==> src/rtl/seg_pkg.sv <==
package seg_pkg;
  localparam int ADDR_W = 32;
  localparam int WORD_W = 32;
  localparam int SEL_W  = 16;
  localparam int LIM_W  = 20;
  localparam int ATTR_W = 9;

  typedef enum logic [1:0] {
    FLT_NONE  = 2'd0,
    FLT_NULLX = 2'd1,
    FLT_TLIM  = 2'd2,
    FLT_ABSNT = 2'd3
  } flt_e;

  typedef enum logic [1:0] {
    ST_IDLE  = 2'd0,
    ST_RD_LO = 2'd1,
    ST_RD_HI = 2'd2,
    ST_CHECK = 2'd3
  } ld_st_e;

  typedef struct packed {
    logic [ADDR_W-1:0] base;
    logic [LIM_W-1:0]  limit;
    logic              gran;
    logic              pres;
    logic [1:0]        dpl;
    logic              sys_n;
    logic [3:0]        kind;
  } seg_desc_t;
endpackage

==> src/rtl/seg_sel_decode.sv <==
module seg_sel_decode
  import seg_pkg::*;
#(
  parameter int TLIM_W = 16
) (
  input  logic [SEL_W-1:0]  sel,
  input  logic [ADDR_W-1:0] gbase,
  input  logic [TLIM_W-1:0] glim,
  input  logic [ADDR_W-1:0] lbase,
  input  logic [TLIM_W-1:0] llim,
  output logic              is_null,
  output logic              lim_fault,
  output logic [ADDR_W-1:0] tbl_addr
);
  localparam int IDX_W = SEL_W - 3;
  localparam int CMP_W = (TLIM_W > SEL_W) ? TLIM_W : SEL_W;

  logic [IDX_W-1:0]  idx;
  logic              ti;
  logic [SEL_W-1:0]  last_byte;
  logic [TLIM_W-1:0] lim;
  logic [CMP_W-1:0]  last_ext;
  logic [CMP_W-1:0]  lim_ext;

  always_comb begin
    idx       = sel[SEL_W-1:3];
    ti        = sel[2];
    last_byte = {idx, 3'b111};
    lim       = ti ? llim : glim;
    last_ext  = CMP_W'(last_byte);
    lim_ext   = CMP_W'(lim);
    lim_fault = last_ext > lim_ext;
    is_null   = (idx == '0) && !ti;
    tbl_addr  = (ti ? lbase : gbase) + ADDR_W'({idx, 3'b000});
  end
endmodule

==> src/rtl/seg_desc_unpack.sv <==
module seg_desc_unpack
  import seg_pkg::*;
(
  input  logic [WORD_W-1:0] lo_word,
  input  logic [WORD_W-1:0] hi_word,
  output seg_desc_t         desc
);
  always_comb begin
    desc.base  = {hi_word[31:24], hi_word[7:0], lo_word[31:16]};
    desc.limit = {hi_word[19:16], lo_word[15:0]};
    desc.gran  = hi_word[23];
    desc.pres  = hi_word[15];
    desc.dpl   = hi_word[14:13];
    desc.sys_n = hi_word[12];
    desc.kind  = hi_word[11:8];
  end
endmodule

==> src/rtl/seg_reg_file.sv <==
module seg_reg_file
  import seg_pkg::*;
#(
  parameter int NUM_SEG = 6,
  parameter int REG_W   = 3
) (
  input  logic              clk,
  input  logic              rst,
  input  logic              we,
  input  logic [REG_W-1:0]  widx,
  input  logic [SEL_W-1:0]  wsel,
  input  seg_desc_t         wdesc,
  input  logic              wnull,
  input  logic [REG_W-1:0]  ridx,
  output logic [SEL_W-1:0]  rsel,
  output seg_desc_t         rdesc,
  output logic              rnull
);
  logic [SEL_W-1:0]   sel_q  [NUM_SEG];
  seg_desc_t          desc_q [NUM_SEG];
  logic [NUM_SEG-1:0] null_q;
  logic [NUM_SEG-1:0] hit;

  for (genvar i = 0; i < NUM_SEG; i++) begin : g_hit
    assign hit[i] = we && (widx == REG_W'(i));
  end

  always_ff @(posedge clk) begin
    if (rst) begin
      for (int i = 0; i < NUM_SEG; i++) begin
        sel_q[i]  <= '0;
        desc_q[i] <= '0;
      end
      null_q <= '1;
    end else begin
      for (int i = 0; i < NUM_SEG; i++) begin
        if (hit[i]) begin
          sel_q[i]  <= wsel;
          desc_q[i] <= wdesc;
          null_q[i] <= wnull;
        end
      end
    end
  end

  always_ff @(posedge clk) begin
    if (rst) begin
      rsel  <= '0;
      rdesc <= '0;
      rnull <= 1'b1;
    end else if (int'(ridx) < NUM_SEG) begin
      rsel  <= sel_q[ridx];
      rdesc <= desc_q[ridx];
      rnull <= null_q[ridx];
    end else begin
      rsel  <= '0;
      rdesc <= '0;
      rnull <= 1'b1;
    end
  end
endmodule

==> src/rtl/seg_load_unit.sv <==
module seg_load_unit
  import seg_pkg::*;
#(
  parameter int NUM_SEG   = 6,
  parameter int CODE_SEG  = 0,
  parameter int STACK_SEG = 1,
  parameter int TLIM_W    = 16,
  localparam int REG_W    = $clog2(NUM_SEG)
) (
  input  logic              clk,
  input  logic              rst,
  input  logic              ld_req,
  input  logic [REG_W-1:0]  ld_reg,
  input  logic [15:0]       ld_sel,
  input  logic [31:0]       gtab_base,
  input  logic [TLIM_W-1:0] gtab_lim,
  input  logic [31:0]       ltab_base,
  input  logic [TLIM_W-1:0] ltab_lim,
  output logic              mem_req,
  output logic [31:0]       mem_addr,
  input  logic              mem_ack,
  input  logic [31:0]       mem_rdata,
  output logic              done,
  output logic [1:0]        fault_code,
  input  logic [REG_W-1:0]  rd_idx,
  output logic [15:0]       rd_sel,
  output logic [31:0]       rd_base,
  output logic [19:0]       rd_limit,
  output logic [8:0]        rd_attr,
  output logic              rd_null
);
  ld_st_e            st_q;
  logic [REG_W-1:0]  reg_q;
  logic [SEL_W-1:0]  sel_q;
  logic [WORD_W-1:0] lo_q;
  logic [WORD_W-1:0] hi_q;
  flt_e              flt_q;

  logic              dec_null;
  logic              dec_lim;
  logic [ADDR_W-1:0] dec_addr;
  seg_desc_t         fetched;
  logic              tgt_fixed;

  logic              wr_en;
  logic [REG_W-1:0]  wr_idx;
  logic [SEL_W-1:0]  wr_sel;
  seg_desc_t         wr_desc;
  logic              wr_null;
  seg_desc_t         rd_desc;

  seg_sel_decode #(.TLIM_W(TLIM_W)) u_dec (
    .sel       (ld_sel),
    .gbase     (gtab_base),
    .glim      (gtab_lim),
    .lbase     (ltab_base),
    .llim      (ltab_lim),
    .is_null   (dec_null),
    .lim_fault (dec_lim),
    .tbl_addr  (dec_addr)
  );

  seg_desc_unpack u_unpack (
    .lo_word (lo_q),
    .hi_word (hi_q),
    .desc    (fetched)
  );

  always_comb begin
    tgt_fixed = (ld_reg == REG_W'(CODE_SEG)) || (ld_reg == REG_W'(STACK_SEG));
    if (st_q == ST_IDLE) begin
      wr_en   = ld_req && dec_null && !tgt_fixed;
      wr_idx  = ld_reg;
      wr_sel  = ld_sel;
      wr_desc = '0;
      wr_null = 1'b1;
    end else begin
      wr_en   = (st_q == ST_CHECK) && fetched.pres;
      wr_idx  = reg_q;
      wr_sel  = sel_q;
      wr_desc = fetched;
      wr_null = 1'b0;
    end
  end

  seg_reg_file #(.NUM_SEG(NUM_SEG), .REG_W(REG_W)) u_regs (
    .clk   (clk),
    .rst   (rst),
    .we    (wr_en),
    .widx  (wr_idx),
    .wsel  (wr_sel),
    .wdesc (wr_desc),
    .wnull (wr_null),
    .ridx  (rd_idx),
    .rsel  (rd_sel),
    .rdesc (rd_desc),
    .rnull (rd_null)
  );

  always_ff @(posedge clk) begin
    if (rst) begin
      st_q     <= ST_IDLE;
      reg_q    <= '0;
      sel_q    <= '0;
      lo_q     <= '0;
      hi_q     <= '0;
      mem_req  <= 1'b0;
      mem_addr <= '0;
      done     <= 1'b0;
      flt_q    <= FLT_NONE;
    end else begin
      done <= 1'b0;
      unique case (st_q)
        ST_IDLE: begin
          if (ld_req) begin
            reg_q <= ld_reg;
            sel_q <= ld_sel;
            if (dec_null) begin
              done  <= 1'b1;
              flt_q <= tgt_fixed ? FLT_NULLX : FLT_NONE;
            end else if (dec_lim) begin
              done  <= 1'b1;
              flt_q <= FLT_TLIM;
            end else begin
              mem_req  <= 1'b1;
              mem_addr <= dec_addr;
              st_q     <= ST_RD_LO;
            end
          end
        end
        ST_RD_LO: begin
          if (mem_ack) begin
            lo_q     <= mem_rdata;
            mem_addr <= mem_addr + 32'd4;
            st_q     <= ST_RD_HI;
          end
        end
        ST_RD_HI: begin
          if (mem_ack) begin
            hi_q    <= mem_rdata;
            mem_req <= 1'b0;
            st_q    <= ST_CHECK;
          end
        end
        ST_CHECK: begin
          done  <= 1'b1;
          flt_q <= fetched.pres ? FLT_NONE : FLT_ABSNT;
          st_q  <= ST_IDLE;
        end
        default: st_q <= ST_IDLE;
      endcase
    end
  end

  assign fault_code = flt_q;
  assign rd_base    = rd_desc.base;
  assign rd_limit   = rd_desc.limit;
  assign rd_attr    = {rd_desc.gran, rd_desc.pres, rd_desc.dpl, rd_desc.sys_n, rd_desc.kind};
endmodule

==> config.mk <==
export PLATFORM = sky130hd
export DESIGN_NAME = seg_load_unit
export DESIGN_NICKNAME = d
export VERILOG_FILES = /design/src/rtl/seg_pkg.sv /design/src/rtl/seg_sel_decode.sv /design/src/rtl/seg_desc_unpack.sv /design/src/rtl/seg_reg_file.sv /design/src/rtl/seg_load_unit.sv
export SDC_FILE = /design/constraint.sdc
export NUM_CORES = 1
export LEC_CHECK = 0
export ABC_AREA = 1
export BUFFER_PORTS_ARGS = -buffer_cell sky130_fd_sc_hd__buf_2
export CAP_MARGIN = 25
export CORE_ASPECT_RATIO = 1.1
export CORE_MARGIN = 5
export CORE_UTILIZATION = 41
export DETAILED_ROUTE_END_ITERATION = 6
export PLACE_DENSITY_LB_ADDON = 0.05
export SLEW_MARGIN = 10
export SYNTH_ARGS = -nofsm -noshare
export SYNTH_HDL_FRONTEND = slang
export SYNTH_SLANG_ARGS = --single-unit
==> constraint.sdc <==
create_clock -name clk -period 3.6 [get_ports clk]
set_input_delay 0.18 -clock clk [delete_from_list [all_inputs] [get_ports clk]]
set_output_delay 0.18 -clock clk [all_outputs]
set_load 0.005 [all_outputs]
Yosys cells after proc, flatten, opt, wreduce, memory -nomap -nowiden
Memories as Yosys holds them, arrays and structs flattened. A register that Yosys moved wholly into a read port is not among the register bits.
Index checks and enable logic that the tools add are counted.

word-level totals
  output and inout port bits = 114
  word-level logic and storage cells = 146
  input port bits = 154
  memory bits (writable) = 462
  memories = 2
  register bits after elaboration = 128

operators by class
  add/sub/neg operators = 2
  bitwise gates (word level) = 13
  order comparisons = 3
  eq/ne operators = 15
  multiplexer cells = 67
  reductions and logical operators = 28

memory list
  name           depth  bits a word  read ports  clocked after Yosys merged registers in  write ports  RTL line            RTL
  u_regs.desc_q  6      61           1           1                                        6            seg_reg_file.sv:20  seg_desc_t desc_q [NUM_SEG];
  u_regs.sel_q   6      16           1           1                                        6            seg_reg_file.sv:19  logic [SEL_W-1:0] sel_q [NUM_SEG];

operator list
  kind                                                                           count
  61-bit two-way mux                                                             7
  32-bit two-way mux                                                             5
  16-bit two-way mux                                                             8
  32-bit one-hot mux with 2 select lines                                         1
  32-bit by 16-bit adder with 32-bit output                                      1
  32-bit by 3-bit adder with 32-bit output (second input constant)               1
  1-bit two-way mux                                                              31
  2-bit two-way mux                                                              9
  16-bit > comparator                                                            1
  5-bit AND reduction                                                            3
  13-bit logical NOT                                                             1
  1-bit OR                                                                       12
  1-bit logical AND                                                              10
  2-bit inequality test (second input constant)                                  5
  2-bit one-hot mux with 4 select lines                                          1
  3-bit by 1-bit == test with 1-bit output (second input constant)               2
  3-bit by 2-bit == test with 1-bit output (second input constant)               2
  3-bit == test (second input constant)                                          2
  3-bit logical NOT                                                              2
  2-bit AND reduction                                                            3
  2-bit nonzero test                                                             3
  2-bit == test (second input constant)                                          2
  3-bit by 4-bit less-than comparator with 1-bit output (second input constant)  1
  1-bit one-hot mux with 2 select lines                                          2
  12 further kinds                                                               13

Longest topological paths before layout
  depth in word-level cells = 10
  depth in mapped cells = 20
  depth with buffers taken out = 17

By module
A second synthesis with hierarchy kept.

unflattened totals
  cells, all modules = 4,062
  area, all modules = 32,860.3 sq um

modules (own cells, without submodules)
  module           sequential area each (sq um)  area an instance (sq um)  cells an instance  instances
  seg_reg_file     15,554.9                      23,616.4                  2,524              1
  seg_load_unit    2,422.3                       6,273.5                   980                1
  seg_sel_decode   0.0                           2,512.4                   497                1
  seg_desc_unpack  0.0                           457.9                     61                 1

Least setup slack after synthesis
No wires, ideal clock.

  kind = register to register
  start point = register st_q[0]
  end point = memory u_regs.desc_q[2][0] in the netlist's numbering (enable)
  required time = 3.162 ns
  arrival time = 3.153 ns
  path slack = 0.009 ns
  buffers on the path = 1
  setup time = 0.438 ns
  cell stages (with the launch flop) = 11
  clock period less this slack = 3.591 ns
  path through = dfxtp_1 inv_1 ha_1 buf_4 inv_2 or2_1 o21ai_2 inv_2 nor3_2 nand2_1 nand2_1

RTL lines
  item                    RTL line              RTL
  from (decl)             seg_load_unit.sv:32   ld_st_e st_q;
  from (signal assigned)  seg_load_unit.sv:102  st_q <= ST_IDLE;
  from (signal assigned)  seg_load_unit.sv:127  st_q <= ST_RD_LO;
  from (signal assigned)  seg_load_unit.sv:135  st_q <= ST_RD_HI;
  to (decl)               seg_reg_file.sv:20

==> flow_summary.html <==
<table>
<tr><th>Metric</th><th>Value</th></tr>
<tr><th colspan="2">Hold path</th></tr>
<tr><td>Min-Delay Path Class</td><td>input port to register</td></tr>
<tr><td>Hold path start</td><td>gtab_base[29]</td></tr>
<tr><th colspan="2">Timing</th></tr>
<tr><td>Summed negative setup slack over all endpoints</td><td>0 ns</td></tr>
<tr><td>Final setup fails</td><td>0</td></tr>
<tr><td>Upper clock frequency limit</td><td>332 MHz</td></tr>
<tr><td>Worst-case clock skew</td><td>0.0183 ns</td></tr>
<tr><td>Tmin final</td><td>3.01 ns</td></tr>
<tr><td>Count of final hold-check violations</td><td>0</td></tr>
<tr><td>Setup repair after global routing missed its margin</td><td>no</td></tr>
<tr><td>Relative slew margins</td><td>31.2%</td></tr>
<tr><td>Measured slew at the worst slew-check pin</td><td>1.03 ns</td></tr>
<tr><td>Share of the clock period used by the worst path after layout</td><td>83.6%</td></tr>
<tr><td>Max-slew violations</td><td>0</td></tr>
<tr><th colspan="2">Die</th></tr>
<tr><td>Num rows</td><td>103</td></tr>
<tr><td>Initial cell density of the core</td><td>41.2%</td></tr>
<tr><td>DIE HEIGHT</td><td>291 µm</td></tr>
<tr><td>Die span in x</td><td>266 µm</td></tr>
<tr><td>Area of the die</td><td>77300 µm²</td></tr>
<tr><td>Ports placed on the boundary</td><td>268</td></tr>
<tr><td>Standard cell core area</td><td>71500 µm²</td></tr>
<tr><th colspan="2">Worst setup path</th></tr>
<tr><td>Worst flop-to-flop path startpoint</td><td>st_q[0]</td></tr>
<tr><td>Kind of end point of the critical path</td><td>register</td></tr>
<tr><td>CP Launch Type</td><td>register</td></tr>
<tr><td>Highest net fanout along the worst path</td><td>61</td></tr>
<tr><td>Worst endpoint required time</td><td>3.92 ns</td></tr>
<tr><td>Worst setup path category</td><td>register to register</td></tr>
<tr><td>Setup crit start</td><td>st_q[0]</td></tr>
<tr><td>Data arrival time of the critical path</td><td>3.33 ns</td></tr>
<tr><th colspan="2">Global route</th></tr>
<tr><td>Number of antenna violations at the first check in global routing</td><td>0</td></tr>
<tr><td>Pin count of the biggest net entering global routing</td><td>158</td></tr>
<tr><td>Overall global routing resource usage</td><td>23.7%</td></tr>
<tr><td>Vias in the first global route</td><td>23800</td></tr>
<tr><td>Global-route wire length before repair</td><td>144 mm</td></tr>
<tr><td>Total overflow reported by the global router</td><td>0</td></tr>
<tr><th colspan="2">Routing</th></tr>
<tr><td>Number of detailed-routing iterations run before antenna repair</td><td>5</td></tr>
<tr><td>Wire length reported by the detailed router</td><td>94.6 mm</td></tr>
<tr><td>Routed vias</td><td>24100</td></tr>
<tr><td>Remaining antenna violation count after routing</td><td>0</td></tr>
<tr><td>Routed via count divided by cell count</td><td>5.29</td></tr>
<tr><td>Iteration-0 DRC Markers</td><td>1711</td></tr>
<tr><td>Count of unresolved DRC violations after routing</td><td>0</td></tr>
<tr><td>Per-cell routed wire length</td><td>20.8 µm</td></tr>
<tr><th colspan="2">Synth</th></tr>
<tr><td>Flops &amp; latches, synth</td><td>664</td></tr>
<tr><td>Mapped Nets</td><td>3462</td></tr>
<tr><td>Most used flip-flop cell after synthesis</td><td>edfxtp_1</td></tr>
<tr><td>Largest cells by area after synthesis</td><td>edfxtp_1 (47%), dfxtp_1 (14%), nor2_1 (11%)</td></tr>
<tr><td>Most area-hungry cell type in the Yosys netlist</td><td>edfxtp_1</td></tr>
<tr><td>Unique masters post-synth</td><td>39</td></tr>
<tr><td>Synth top area share</td><td>47.1%</td></tr>
<tr><td>Number of cells produced by synthesis</td><td>3275</td></tr>
<tr><td>Per-instance average area after synthesis</td><td>8.99 µm²</td></tr>
<tr><td>Fraction of registers with async set/reset</td><td>0%</td></tr>
<tr><td>Synthesized cell area</td><td>29500 µm²</td></tr>
<tr><td>Number of enable-type register cells in the synthesized netlist</td><td>462</td></tr>
<tr><td>Register area share after synthesis</td><td>60.8%</td></tr>
<tr><td>Yosys synthesis warning count</td><td>0</td></tr>
<tr><th colspan="2">Finish</th></tr>
<tr><td>Finished Core Util</td><td>49.0%</td></tr>
<tr><td>Design area</td><td>35000 µm²</td></tr>
<tr><td>Area Growth Syn to Fin</td><td>18.9%</td></tr>
<tr><td>Share of final-layout standard cells stronger than drive strength 1</td><td>13.1%</td></tr>
<tr><td>Number of antenna repair diodes</td><td>0</td></tr>
<tr><td>Most frequent cells in the layout</td><td>nor2_1 (891), edfxtp_1 (462), nand2_1 (456), o21ai_0 (341), buf_2 (265)</td></tr>
<tr><td>Number of nets in the final layout</td><td>3727</td></tr>
<tr><td>Leading cell type in the layout, fill and taps excluded</td><td>nor2_1</td></tr>
<tr><td>Non-filler instance count after layout</td><td>4546</td></tr>
<tr><th colspan="2">Clock tree</th></tr>
<tr><td>Clock sinks</td><td>664</td></tr>
<tr><td>Largest buffer count on any clock path</td><td>3</td></tr>
<tr><td>Clock transition at the registers of the reported paths</td><td>0.06 ns</td></tr>
<tr><td>Clock root buffer master</td><td>clkbuf_16</td></tr>
<tr><td>H-tree levels</td><td>3</td></tr>
<tr><td>Number of buffers created by CTS</td><td>73</td></tr>
<tr><td>Latest clock arrival within the worst-skew pair</td><td>0.62 ns</td></tr>
<tr><td>CTS tree</td><td>yes</td></tr>
<tr><th colspan="2">Pwr</th></tr>
<tr><td>Total chip power</td><td>20200 µW</td></tr>
<tr><td>Ratio of total power to cell area</td><td>575 nW/µm²</td></tr>
<tr><td>Leakage component of the power</td><td>0.0136 µW</td></tr>
<tr><td>Worst voltage drop across the vdd grid</td><td>0.000283 V</td></tr>
<tr><th colspan="2">Job</th></tr>
<tr><td>Max Cap Viol</td><td>0</td></tr>
<tr><th colspan="2">Placement</th></tr>
<tr><td>Placed instance count</td><td>4355</td></tr>
<tr><td>Total cell area at the placement stage</td><td>32000 µm²</td></tr>
<tr><td>Placer's final routability congestion estimate</td><td>0.864</td></tr>
<tr><td>Count of input and output buffers</td><td>267</td></tr>
<tr><td>HPWL Detailed</td><td>57.9 mm</td></tr>
<tr><th colspan="2">Outcome</th></tr>
<tr><td>Outcome</td><td>finished, final reports clean</td></tr>
</table>
==> final cells by class <==
type | instances | area, µm²
multi-input cells | 2237 | 10200
clock buffers | 111 | 2120
flip-flops and latches | 664 | 17900
fillers | 6870 | 36500
well taps | 945 | 1180
repair buffers | 386 | 2640
inverters | 178 | 679
clock inverters | 25 | 332
==> per-stage QoR <==
stage / setup slack (ns) / hold slack [ns]
3_5_place_dp: 0.479 / 0.449
4_1_cts: 0.564 / 0.0107
6_report: 0.591 / 0.0527
2_1_floorplan: 0.00890 / 0.340
5_1_grt: 0.353 / 0.0721
3_3_place_gp: 0.527 / 0.439
==> state kept, by name, indices dropped and copies added, names as in the netlist, 3 cells and up <==
| signal | cells |
|---|---|
| u_regs.desc_q | 366 |
| u_regs.sel_q | 96 |
| u_regs.rdesc | 61 |
| lo_q | 32 |
| mem_addr | 32 |
| hi_q | 29 |
| sel_q | 16 |
| u_regs.rsel | 16 |
| u_regs.null_q | 6 |
| reg_q | 3 |
==> path summary, 6_finish.rpt <==
kind	slack, ns	cells after the start	end
hold / removal	0.05	6	mem_addr[29]
setup / recovery	0.59	10	u_regs.desc_q[5][7]
hold reg to reg	0.45	2	sel_q[1]
setup reg to reg	0.59	10	u_regs.desc_q[5][7]
==> cells by family after synthesis <==
| kind of cell | Yosys count | synth area share [%] |
|---|---|---|
| fa+ha+maj | 33 | 1.43 |
| xor+xnor | 7 | 0.208 |
| simple gates | 1515 | 20.3 |
| compound gates | 669 | 11.8 |
| mux | 13 | 0.442 |
| buf+inv | 374 | 4.98 |
| flops | 664 | 60.8 |
==> Yosys cell counts (4+ instances only) <==
| library cell | number |
|---|---|
| nand2_1 | 464 |
| o21ai_1 | 17 |
| nand4_1 | 19 |
| nor3_1 | 16 |
| nor2_1 | 891 |
| buf_1 | 17 |
| dfxtp_1 | 202 |
| inv_2 | 4 |
| nand4_2 | 4 |
| buf_2 | 23 |
| inv_1 | 172 |
| o22ai_1 | 80 |
| xor2_1 | 7 |
| a21oi_1 | 223 |
| o21ai_0 | 341 |
| nand3b_1 | 6 |
| edfxtp_1 | 462 |
| clkbuf_1 | 150 |
| ha_1 | 32 |
| nand3_1 | 99 |
| mux2i_1 | 13 |
==> metal layers <==
layer  track usage, %  up-vias  part of all wire, %  wire (µm)
li1                 -    11500                    -          -
met1             32.1    11700                   43      40900
met2             40.7      700                   49      46700
met3             2.75      135                  5.0       4770
met4             6.64        0                  2.3       2210
met5                0        -                    0          0
==> where the power goes <==
part           switching, µW  total, µW  leakage [µW]  internal, µW
registers                356       9030       0.00642          8680
clock network           3100       7570       0.00120          4470
logic                   2530       3560       0.00601          1030
total                   5990      20200        0.0136         14200
==> repair_timing <==
action,4_1_cts,5_1_grt
resized for setup,0,0
setup endpoints to repair,0,0
endpoints found under the hold margin,83,0
setup buffers,0,0
hold buffers,55,0
==> worst max-delay path: stages (launching register included) <==
cell and delay (ns):
dfxtp_1 0.38, inv_1 0.10, ha_1 0.29, buf_4 0.28
o21ai_1 0.29, inv_1 0.10, nand2_1 0.10, nor2_1 0.08
nand4_1 0.12, buf_4 0.82, inv_1 0.13
Power figures use the tool's default switching activity.
